File: config.mk
export PLATFORM = sky130hd
export DESIGN_NAME = edge_burst_gen
export DESIGN_NICKNAME = d
export VERILOG_FILES = /design/src/rtl/ebg_pkg.sv /design/src/rtl/ebg_sync.sv /design/src/rtl/ebg_ref.sv /design/src/rtl/ebg_count.sv /design/src/rtl/edge_burst_gen.sv
export SDC_FILE = /design/constraint.sdc
export NUM_CORES = 1
export LEC_CHECK = 0
export BUFFER_PORTS_ARGS = -buffer_cell sky130_fd_sc_hd__buf_2
export CAP_MARGIN = 5
export CORE_UTILIZATION = 30
export CTS_CLUSTER_SIZE = 8
export DETAILED_ROUTE_END_ITERATION = 16
export PLACE_DENSITY = 0.49
export SYNTH_ARGS = -nofsm -noshare
export SYNTH_HDL_FRONTEND = slang
export SYNTH_SLANG_ARGS = --single-unit
File: constraint.sdc
create_clock -name clk -period 1.4 [get_ports clk]
set_input_delay 0.07 -clock clk [delete_from_list [all_inputs] [get_ports clk]]
set_output_delay 0.07 -clock clk [all_outputs]
set_load 0.02 [all_outputs]
File: src/rtl/ebg_pkg.sv
package ebg_pkg;

  typedef enum logic [1:0] {
    BURST_2  = 2'd0,
    BURST_4  = 2'd1,
    BURST_8  = 2'd2,
    BURST_8B = 2'd3
  } burst_sel_e;

  // Counter bit whose toggle period sets the burst length.
  function automatic int sel_to_bit(burst_sel_e s);
    case (s)
      BURST_2: return 1;
      BURST_4: return 2;
      default: return 3;
    endcase
  endfunction

endpackage

File: src/rtl/ebg_sync.sv
module ebg_sync #(
  parameter int STAGES = 2
) (
  input  logic clk,
  input  logic rst_n,
  input  logic async_i,
  output logic sync_o
);

  logic [STAGES-1:0] chain_q;
  logic [STAGES-1:0] chain_d;

  always_comb begin
    chain_d = {chain_q[STAGES-2:0], async_i};
  end

  always_ff @(posedge clk or negedge rst_n) begin
    if (!rst_n) chain_q <= '0;
    else        chain_q <= chain_d;
  end

  assign sync_o = chain_q[STAGES-1];

endmodule

File: src/rtl/ebg_ref.sv
module ebg_ref #(
  parameter bit BOTH_EDGES = 1'b1
) (
  input  logic clk,
  input  logic rst_n,
  input  logic lvl_i,
  input  logic armed_i,
  output logic tog_o
);

  logic prev_q;
  logic tog_q;
  logic tog_d;
  logic evt;

  generate
    if (BOTH_EDGES) begin : g_both
      assign evt = armed_i & (lvl_i ^ prev_q);
    end else begin : g_rise
      assign evt = armed_i & lvl_i & ~prev_q;
    end
  endgenerate

  always_comb begin
    tog_d = tog_q ^ evt;
  end

  always_ff @(posedge clk or negedge rst_n) begin
    if (!rst_n) begin
      prev_q <= 1'b0;
      tog_q  <= 1'b0;
    end else begin
      prev_q <= lvl_i;
      tog_q  <= tog_d;
    end
  end

  assign tog_o = tog_q;

endmodule

File: src/rtl/ebg_count.sv
module ebg_count #(
  parameter int CNT_W = 4,
  parameter int IDX_W = 2
) (
  input  logic             clk,
  input  logic             rst_n,
  input  logic             inc_i,
  input  logic             load_i,
  input  logic [IDX_W-1:0] load_idx_i,
  input  logic             ref_i,
  input  logic [IDX_W-1:0] cmp_idx_i,
  output logic             bit_o
);

  logic [CNT_W-1:0] cnt_q;
  logic [CNT_W-1:0] cnt_d;
  logic             cnt_en;

  assign cnt_en = inc_i | load_i;

  always_comb begin
    cnt_d = cnt_q;
    if (inc_i) begin
      cnt_d = cnt_q + 1'b1;
    end else if (load_i) begin
      // Realign: only the new compare bit carries the reference, lower bits clear.
      cnt_d = '0;
      cnt_d[load_idx_i] = ref_i;
    end
  end

  always_ff @(posedge clk or negedge rst_n) begin
    if (!rst_n)      cnt_q <= '0;
    else if (cnt_en) cnt_q <= cnt_d;
  end

  assign bit_o = cnt_q[cmp_idx_i];

endmodule

File: src/rtl/edge_burst_gen.sv
module edge_burst_gen
  import ebg_pkg::*;
#(
  parameter int CNT_W       = 4,
  parameter int SYNC_STAGES = 2,
  parameter bit BOTH_EDGES  = 1'b1
) (
  input  logic       clk,
  input  logic       rst_n,
  input  logic       ref_clk_i,
  input  logic [1:0] burst_sel_i,
  output logic       pulse_o,
  output logic       busy_o
);

  localparam int IDX_W   = $clog2(CNT_W);
  localparam int MAX_RUN = 1 << (CNT_W - 1);
  localparam int RUN_W   = CNT_W + 1;

  logic                 lvl;
  logic                 tog;
  logic                 cnt_bit;
  logic                 inc;
  logic                 sel_ld;
  logic                 armed;
  logic [SYNC_STAGES:0] warm_q;
  logic [SYNC_STAGES:0] warm_d;
  burst_sel_e           sel_q;
  burst_sel_e           sel_new;
  logic [IDX_W-1:0]     cmp_idx;
  logic [IDX_W-1:0]     new_idx;
  logic                 pulse_q;
  logic [RUN_W-1:0]     run_q;
  logic [RUN_W-1:0]     run_d;

  ebg_sync #(.STAGES(SYNC_STAGES)) u_sync (
    .clk    (clk),
    .rst_n  (rst_n),
    .async_i(ref_clk_i),
    .sync_o (lvl)
  );

  // Edge events are ignored until the synchroniser and edge history are valid.
  always_comb begin
    warm_d = {warm_q[SYNC_STAGES-1:0], 1'b1};
  end

  always_ff @(posedge clk or negedge rst_n) begin
    if (!rst_n) warm_q <= '0;
    else        warm_q <= warm_d;
  end

  assign armed = warm_q[SYNC_STAGES];

  ebg_ref #(.BOTH_EDGES(BOTH_EDGES)) u_ref (
    .clk    (clk),
    .rst_n  (rst_n),
    .lvl_i  (lvl),
    .armed_i(armed),
    .tog_o  (tog)
  );

  assign sel_new = burst_sel_e'(burst_sel_i);
  assign cmp_idx = IDX_W'(sel_to_bit(sel_q));
  assign new_idx = IDX_W'(sel_to_bit(sel_new));

  // Clock enable of the counter: compare bit out of step with the reference.
  assign inc    = cnt_bit ^ tog;
  assign sel_ld = ~inc & (sel_new != sel_q);

  ebg_count #(.CNT_W(CNT_W), .IDX_W(IDX_W)) u_count (
    .clk       (clk),
    .rst_n     (rst_n),
    .inc_i     (inc),
    .load_i    (sel_ld),
    .load_idx_i(new_idx),
    .ref_i     (tog),
    .cmp_idx_i (cmp_idx),
    .bit_o     (cnt_bit)
  );

  always_ff @(posedge clk or negedge rst_n) begin
    if (!rst_n)      sel_q <= BURST_2;
    else if (sel_ld) sel_q <= sel_new;
  end

  always_ff @(posedge clk or negedge rst_n) begin
    if (!rst_n) pulse_q <= 1'b0;
    else        pulse_q <= inc;
  end

  assign pulse_o = pulse_q;
  assign busy_o  = inc | pulse_q;

  // Length of the current run of counter steps, for the burst bound check.
  always_comb begin
    run_d = inc ? run_q + 1'b1 : '0;
  end

  always_ff @(posedge clk or negedge rst_n) begin
    if (!rst_n) run_q <= '0;
    else        run_q <= run_d;
  end

  AST_BURST_BOUND: assert property (@(posedge clk) disable iff (!rst_n)
    inc |-> (run_q < RUN_W'(MAX_RUN)));

  AST_QUIET_UNTIL_ARMED: assert property (@(posedge clk) disable iff (!rst_n)
    !armed |-> !inc);

  AST_REALIGN_SILENT: assert property (@(posedge clk) disable iff (!rst_n)
    sel_ld |=> (!inc || (tog != $past(tog))));

  AST_SEL_HELD_IN_BURST: assert property (@(posedge clk) disable iff (!rst_n)
    inc |=> $stable(sel_q));

endmodule

=== Word level (Yosys, flattened, before mapping) ===
Index checks and enable logic that the tools add are counted.
Widths: inputs -> output; s select.

* Bits in registers: 14
* Input port bits: 5
* Output and inout bits: 2
* Word-level logic and storage cells: 36

* Add/subtract/negate cells: 1
* $lt $le $gt $ge: 3
* Equality and inequality tests: 3
* Muxes and demuxes: 8
* Bitwise logic cells: 9
* Reductions and logical operators: 5

{| class="wikitable"
|+ Operators with widths
! cell !! number
|-
| $mux 4 || 2
|-
| $pmux 2 s2 || 2
|-
| $lt 2x3->1 const B || 2
|-
| $add 4x1->4 const B || 1
|-
| $and 4x4->4 || 1
|-
| $eq 2x1->1 const B || 2
|-
| $logic_not 2->1 || 2
|-
| $xor 1x1->1 || 3
|-
| $and 1x1->1 || 2
|-
| $bmux 1 s2 || 1
|-
| $demux 1 s2 || 1
|-
| $ge 2x1->1 const B || 1
|-
| $mux 1 || 2
|-
| $ne 2x2->1 || 1
|-
| $or 1x1->1 || 2
|-
| $reduce_and 2->1 || 1
|-
| $reduce_bool 2->1 || 1
|-
| $logic_and 1x1->1 || 1
|-
| $not 1->1 || 1
|}

=== Longest topological paths before layout ===
Gate-level depths: netlist of the first run.

* Word-level depth: 9
* Gate-level depth with buffers: 5
* Depth with buffers taken out: 5

=== Cells and area by module ===
Synthesis of the first run repeated with hierarchy kept, for this count alone.

* Cell total of the unflattened synthesis: 47
* Area total of the unflattened synthesis: 619.3 um^2

{| class="wikitable"
|+ By module, submodules not included
! module !! times used !! cells each !! area an instance (um^2) !! sequential area each (um^2)
|-
| ebg_count || 1 || 22 || 251.5 || 100.1
|-
| edge_burst_gen || 1 || 18 || 246.5 || 150.1
|-
| ebg_ref || 1 || 5 || 71.3 || 50.0
|-
| ebg_sync || 1 || 2 || 50.0 || 50.0
|}

=== Worst setup path after synthesis of the first run ===
Ideal clock, no wire load.

* Path kind: register to register
* Start point: register sel_q[0]
* End point: register sel_q[0]
* Setup time: 0.125 ns
* Arrival: 1.419 ns
* Required time: 1.275 ns
* Slack: -0.144 ns
* Cell stages (with the launch flop): 6
* Path buffers: 0
* Clock period less this slack: 1.544 ns
* Cell sequence: dfrtp_1 > mux2i_1 > a211o_1 > and2_4 > inv_4 > mux2_4

* Longest elaborated chain between the ends: 7
* Elaborated cells on any way between the ends: 9
* Classes of those cells: 2 x eq/ne; 3 x mux; 3 x bitwise; 1 x reduce/logical

{| class="wikitable"
|+ RTL lines
! element !! line !! source
|-
| start: declaration || edge_burst_gen.sv:28 || <nowiki>burst_sel_e sel_q;</nowiki>
|-
| start signal: assignment || edge_burst_gen.sv:84 || <nowiki>else if (sel_ld) sel_q <= sel_new;</nowiki>
|-
| $eq 2x1->1 / $logic_not 2->1 (equally long branches) || ebg_pkg.sv:12 || <nowiki>case (s)</nowiki>
|-
| $pmux 2 s2 (*) || ebg_pkg.sv:12 ||
|-
| $bmux 1 s2 (*) || ebg_count.sv:37 || <nowiki>assign bit_o = cnt_q[cmp_idx_i];</nowiki>
|-
| $mux 1 (implied by the code) (*) || ebg_count.sv:37 ||
|-
| $xor 1x1->1 (*) || edge_burst_gen.sv:68 || <nowiki>assign inc = cnt_bit ^ tog;</nowiki>
|-
| via inc || edge_burst_gen.sv:23 || <nowiki>logic inc;</nowiki>
|-
| $not 1->1 (*) || edge_burst_gen.sv:69 || <nowiki>assign sel_ld = ~inc & (sel_new != sel_q);</nowiki>
|-
| $and 1x1->1 (*) || edge_burst_gen.sv:69 ||
|}

The timed path passes the listed nets; every way through them passes the cells marked *. The select of a mux whose other input is x is not followed.
A chain may end at the register's enable or synchronous reset.

=== Worst setup path after layout of the first run ===
* Start point: register sel_q[0]
* End point: output port busy_o

* Longest elaborated chain between the ends: 6
* Elaborated cells on any way between the ends: 7
* Classes of those cells: 1 x eq/ne; 3 x mux; 2 x bitwise; 1 x reduce/logical

{| class="wikitable"
|+ RTL lines
! element !! line !! source
|-
| $eq 2x1->1 / $logic_not 2->1 (equally long branches) || ebg_pkg.sv:12 ||
|-
| $pmux 2 s2 (*) || ebg_pkg.sv:12 ||
|-
| $bmux 1 s2 (*) || ebg_count.sv:37 ||
|-
| $mux 1 (implied by the code) (*) || ebg_count.sv:37 ||
|-
| $xor 1x1->1 (*) || edge_burst_gen.sv:68 ||
|-
| $or 1x1->1 (*) || edge_burst_gen.sv:93 || <nowiki>assign busy_o = inc | pulse_q;</nowiki>
|-
| end: declaration || edge_burst_gen.sv:13 || <nowiki>output logic busy_o</nowiki>
|}

Every way passes the cells marked *; elsewhere a longest branch is shown, timed or not. The select of a mux whose other input is x is not followed.

==> impl_metrics.ini, run 1 <==
[outcome]
status = complete, but fails checks
violations = setup timing

[floorplanning]
start_util = 0.319
coreArea_sq_um = 1980
rows = 16
fp.dieW_um = 47.9
pin_count = 7
dieArea_sq_um = 2300
fp.dieH_um = 47.9

[clocking]
cts_inserted_buffers = 3
clk_latency_ps = 280
clock_path_buffers = 2
tritoncts = built
h-tree-depth = 1
cts_sinks = 14
cts-root-buf = clkbuf_4
clkSlewWorstSetupHoldPaths_ps = 90

[timing]
min_period_ps = 1690
worst_slack_ps = -288
finalMaxSlewViolations = 0
clock_skew_ps = 5.14
rsz0062_at_grt = yes
fmax_ghz = 0.592
hold_viol = 0
hold_slack_ps = 68.3
setup_viol = 7
finalCritPeriodShare = 1.21

[synth]
synth-compound-area-share = 0.0830
ys.flop_type = dfrtp_1
synth_xor_area_frac = 0.0692
synth_area_leaders = dfrtp_1 55%, mux2_4 4.7%, xor2_1 4.2%
avgSynthCellArea_sq_um = 11.9
synth_top_area_share = 0.553
synthSimpleGateAreaFrac = 0.162
ys_seq_area_frac = 0.553
yosys_register_bits = 14
async_flop_share = 1.00
synthesis.area_sq_um = 633
synthAdderAreaFrac = 0.0198
ys_types = 22
synth_edf_count = 0
synth_top_family_by_area = simple AND/OR/NAND/NOR gates
yosysTopAreaCell = dfrtp_1
synth_commonest_cells = 14 x dfrtp_1, 4 x nand3_1, 4 x nand4_1
yosys.cell_count.top_type = dfrtp_1
postSynthCellCount = 53
syn-num-nets = 59
synthMuxAreaShare = 0.0791
yosys_warnings = 0

[global_routing]
antenna_found_initial = 0
grt_pass1_wl_mm = 2.13
first_global_vias = 486
grt_usage = 0.138
grt_start_max_net_pins = 15
grt_overflow_total = 0

[setup_path]
end_kind = output pin
crit_arrival_ps = 1620
startpoint_type = register
crit_fanout = 3
critical_path_required_ps = 1330
worst-setup-path-type = reg2out

[route]
vias = 484
drt-wirelength-per-cell_um = 11.8
viasPerCell = 4.48
drt.antenna.violating_nets = 0
dr.pass1.iters = 4
drc = 0
met2_length_um = 617
met3_length_um = 47
top_layer = met4
drt_iter0_markers = 3
drt-met1-wl_um = 602
finalWirelength_mm = 1.28

[cells_and_area]
drive_gt1_frac = 0.444
multi_input_area_sq_um = 289
area_growth_pct = 43.9
layout.area.seq_sq_um = 350
fin_nets = 88
final_area_sq_um = 911
fillerInstances = 179
n_antenna_cell = 0

[placement]
place_congestion = 0.691
post_dp_cell_area_sq_um = 779
io_buffers = 6
dpl.hpwl_um = 850

[pwr]
peakVddDrop_uv = 1580
cellPowerDensity_nw_per_um2 = 2370
leakagePower_nw = 0.430

[worst_hold_path]
hold_class = in2reg

[flow_run]
maxCapViolCount = 0
==> registers in the layout, indices dropped and copies added, names as in the netlist <==
signal and cells:
u_count.cnt_q 4, warm_q 3, sel_q 2, u_sync.chain_q 2, pulse_o 1, u_ref.prev_q 1, u_ref.tog_o 1
==> layout make-up <==
class,instances,area share
clock buffers,4,0.0398
inverters,4,0.0192
multi-input cells,35,0.317
flip-flops and latches,14,0.385
well taps,27,0.0371
repair buffers,24,0.202
==> worst max-delay path: stages (launching register included) <==
cell	delay [ps]
dfrtp_1	410
mux2i_2	170
a211o_1	310
and2_4	170
buf_6	120
nand2b_4	60
buf_6	110
==> power by group <==
| group | total (W) | internal (W) | switching (W) |
|---|---|---|---|
| Clock | 0.000285 | 0.000158 | 0.000127 |
| Combinational | 0.00128 | 0.000752 | 0.000530 |
| Sequential | 0.000593 | 0.000516 | 0.0000767 |
==> cell families after synthesis <==
| logic type | after synthesis |
|---|---|
| AO/OA/AOI/OAI | 6 |
| XOR/XNOR | 5 |
| adder cells (fa/ha/maj) | 1 |
| buffers and inverters | 4 |
| flip-flops | 14 |
| multiplexers | 4 |
| other | 1 |
| AND/OR/NAND/NOR | 18 |
==> layer usage <==
metal / global-route usage / up-vias
li1: - / 242
met1: 0.180 / 233
met2: 0.214 / 7
met3: 0.0377 / 2
met4: 0.0667 / 0
met5: 0 / -
==> metrics by stage <==
stage / setup slack (ps) / util / TNS (ps) / cells / total power (W)
final: -288 / 0.460 / -1580 / 108 / 0.00216
after detailed placement: -78.7 / 0.393 / -219 / 97 / 0.00155
after floorplan: -122 / - / -245 / 53 / 0.00115
after global placement: -45.2 / 0.393 / -93.8 / 97 / 0.00155
after CTS: -285 / 0.460 / -1520 / 108 / 0.00216
after global routing: -373 / 0.460 / -2180 / 108 / 0.00231
==> layout by cell type, fill, tap and decap left out, drive strengths merged <==
cell / Yosys / routed
a211o: 1 / 1
a22o: 1 / 1
and2: 1 / 1
buf: 0 / 22
clkbuf: 0 / 4
conb: 1 / 1
dfrtp: 14 / 14
dlygate4sd3: 0 / 2
ha: 1 / 1
inv: 4 / 4
mux2: 2 / 2
mux2i: 2 / 2
nand2: 2 / 2
nand2b: 3 / 3
nand3: 4 / 4
nand4: 4 / 4
nor2: 1 / 1
nor2b: 2 / 2
o211ai: 1 / 1
o21ai: 1 / 1
o221ai: 2 / 2
or2: 1 / 1
xnor2: 2 / 2
xor2: 3 / 3
==> what timing repair did <==
item                                    in CTS  in global routing
hold endpoints to repair                    15                  0
endpoints found under the setup margin       5                  8
buffers inserted                             5                  2
hold buffers                                 2                  0
resized for setup                            8                  1
pin swaps                                    3                  3
==> path summary, 6_finish.rpt <==
kind	depth (start not counted)	startpoint	to	slack, ps
min in group asynchronous	2	rst_n	pulse_o$_DFF_PN0_	210
worst max-delay path	6	sel_q[0]$_DFFE_PN0P_	busy_o	-290
worst min register to register	0	warm_q[1]$_DFF_PN0_	warm_q[2]$_DFF_PN0_	350
worst max register to register	6	sel_q[0]$_DFFE_PN0P_	sel_q[1]$_DFFE_PN0P_	-250
max in group asynchronous	2	rst_n	warm_q[2]$_DFF_PN0_	940
worst min-delay path	2	burst_sel_i[0]	u_count.cnt_q[1]$_DFFE_PN0P_	70
Note: power is estimated with default switching activity, not from simulation.
==> run 2: changes to the inputs <==
- CORE_UTILIZATION: 30 -> 40
- PLACE_DENSITY: 0.49 -> 0.61
==> run 2 against run 1 <==
Effect of this change: the run still ends with setup timing left; final area fell by 1.2%; clock skew rose by 4.0 ps; worst hold slack worse by 1.9 ps; total power rose by 1.5%; critical path depth stayed put; global-route usage up 3.7 points; final cell count is 11% lower; highest routed layer unchanged.
==> impl_metrics.ini, run 2 (synthesized netlist as in run 1, its figures left out) <==
[outcome]
status = complete, but fails checks
violations = setup timing

[timing]
hold_viol = 0
worst_slack_ps = -267
rsz0062_at_grt = yes
clock_skew_ps = 9.10
hold_slack_ps = 66.4
finalMaxSlewViolations = 0
fmax_ghz = 0.600
finalCritPeriodShare = 1.19
min_period_ps = 1670
setup_viol = 8

[floorplanning]
coreArea_sq_um = 1380
dieArea_sq_um = 1750
fp.dieW_um = 41.8
fp.dieH_um = 41.8
pin_count = 7
start_util = 0.458
rows = 13

[global_routing]
grt_pass1_wl_mm = 2.20
grt_start_max_net_pins = 15
grt_usage = 0.176
antenna_found_initial = 0
first_global_vias = 467
grt_overflow_total = 0

[setup_path]
worst-setup-path-type = reg2out
startpoint_type = register
critPathBufInv = 2
end_kind = output pin
crit_fanout = 3
critPathSlowestCell = dfrtp_1
crit_top_cell = buf_6
path_cells = mux2i_2, a211o_1, and2_4, buf_6, nand2b_4, buf_6
cpPeakStageDelay_ps = 400
critical_path_required_ps = 1330
cp_top_family = flip-flops
crit_arrival_ps = 1600

[clocking]
cts-root-buf = clkbuf_4
cts_inserted_buffers = 3
tritoncts = built
cts_sinks = 14
clock_path_buffers = 2
h-tree-depth = 1
clkSlewWorstSetupHoldPaths_ps = 80
clk_latency_ps = 280

[cells_and_area]
final_common_cell = dfrtp_1
fin_nets = 88
drive_gt1_frac = 0.444
regMostFlops = u_count.cnt_q
top_regs = u_count.cnt_q: 4 flops, warm_q: 3 flops
area_growth_pct = 42.1
n_antenna_cell = 0
fillerInstances = 106
final_cell_mix = 14 x dfrtp_1, 13 x buf_4, 5 x buf_2
largest_reg_flops = 4

[pwr]
intPower_w = 0.00143
seq_power_share = 0.271
peakVddDrop_uv = 1590
leakagePower_nw = 0.431
cellPowerDensity_nw_per_um2 = 2440
power_frac_clock = 0.127
total_switching_power_w = 0.000760
swShare = 0.346
combinationalPowerShare = 0.601

[route]
drt-wirelength-per-cell_um = 13.4
dr.pass1.iters = 4
viasPerCell = 5.15
finalWirelength_mm = 1.29
drc = 0
drt_iter0_markers = 14
drt.antenna.violating_nets = 0
vias = 494

[flow_run]
maxCapViolCount = 0

[placement]
place_congestion = 0.794
dpl.hpwl_um = 816
io_buffers = 6
dpl_worst_slack_ps = -86.9

[worst_hold_path]
hold_class = in2reg
==> run 2: cell counts in the layout (fill, tap and decap cells not counted) <==
No cell type changed its count.
==> run 2: worst paths after layout <==
check | startpoint | to | slack [ps] | depth (start not counted)
worst max register to register | sel_q[0]$_DFFE_PN0P_ | sel_q[1]$_DFFE_PN0P_ | -250 | 6
max in group asynchronous | rst_n | pulse_o$_DFF_PN0_ | 950 | 2
worst min-delay path | burst_sel_i[0] | u_count.cnt_q[1]$_DFFE_PN0P_ | 70 | 2
worst max-delay path | sel_q[0]$_DFFE_PN0P_ | busy_o | -270 | 6
min in group asynchronous | rst_n | u_ref.tog_o$_DFF_PN0_ | 210 | 2
worst min register to register | warm_q[1]$_DFF_PN0_ | warm_q[2]$_DFF_PN0_ | 340 | 0
==> run 2: power by group through the flow <==
stage / logic (W) / clock network [W] / registers [W]
finish: 0.00132 / 0.000279 / 0.000595
global route: 0.00141 / 0.000308 / 0.000615
CTS: 0.00126 / 0.000287 / 0.000594
detailed placement: 0.000933 / 0 / 0.000595
global placement: 0.000938 / 0 / 0.000591
floorplan: 0.000517 / 0 / 0.000634
==> run 2: per-stage QoR <==
stage	instances	cell area [sq um]	setup TNS (ps)	total power, W	utilization
2_1_floorplan	53	633	-245	0.00115	-
3_3_place_gp	84	757	-124	0.00153	0.548
3_5_place_dp	84	757	-233	0.00153	0.548
4_1_cts	95	892	-1690	0.00214	0.645
5_1_grt	96	900	-2290	0.00234	0.651
6_report	96	900	-1700	0.00219	0.651
==> run 2: what timing repair did <==
item / 4_1_cts / 5_1_grt
setup endpoints to repair: 5 / 8
buffers inserted: 5 / 1
pin swaps: 3 / 1
resized for setup: 9 / 0
hold endpoints to repair: 15 / 0
hold buffers: 2 / 0
==> run 2: layout make-up <==
type,instances,area (sq um),area share
flip-flops and latches,14,350,0.389
multi-input cells,35,289,0.321
repair buffers,24,188,0.209
clock buffers,4,36.3,0.0403
well taps,15,18.8,0.0209
inverters,4,17.5,0.0195
==> run 2: layer usage <==
metal	vias to the layer above	wire, um	track usage
met5	-	0	0
met4	0	7	0.0387
met3	2	91	0.0652
met2	19	649	0.291
met1	233	543	0.219
li1	240	-	-
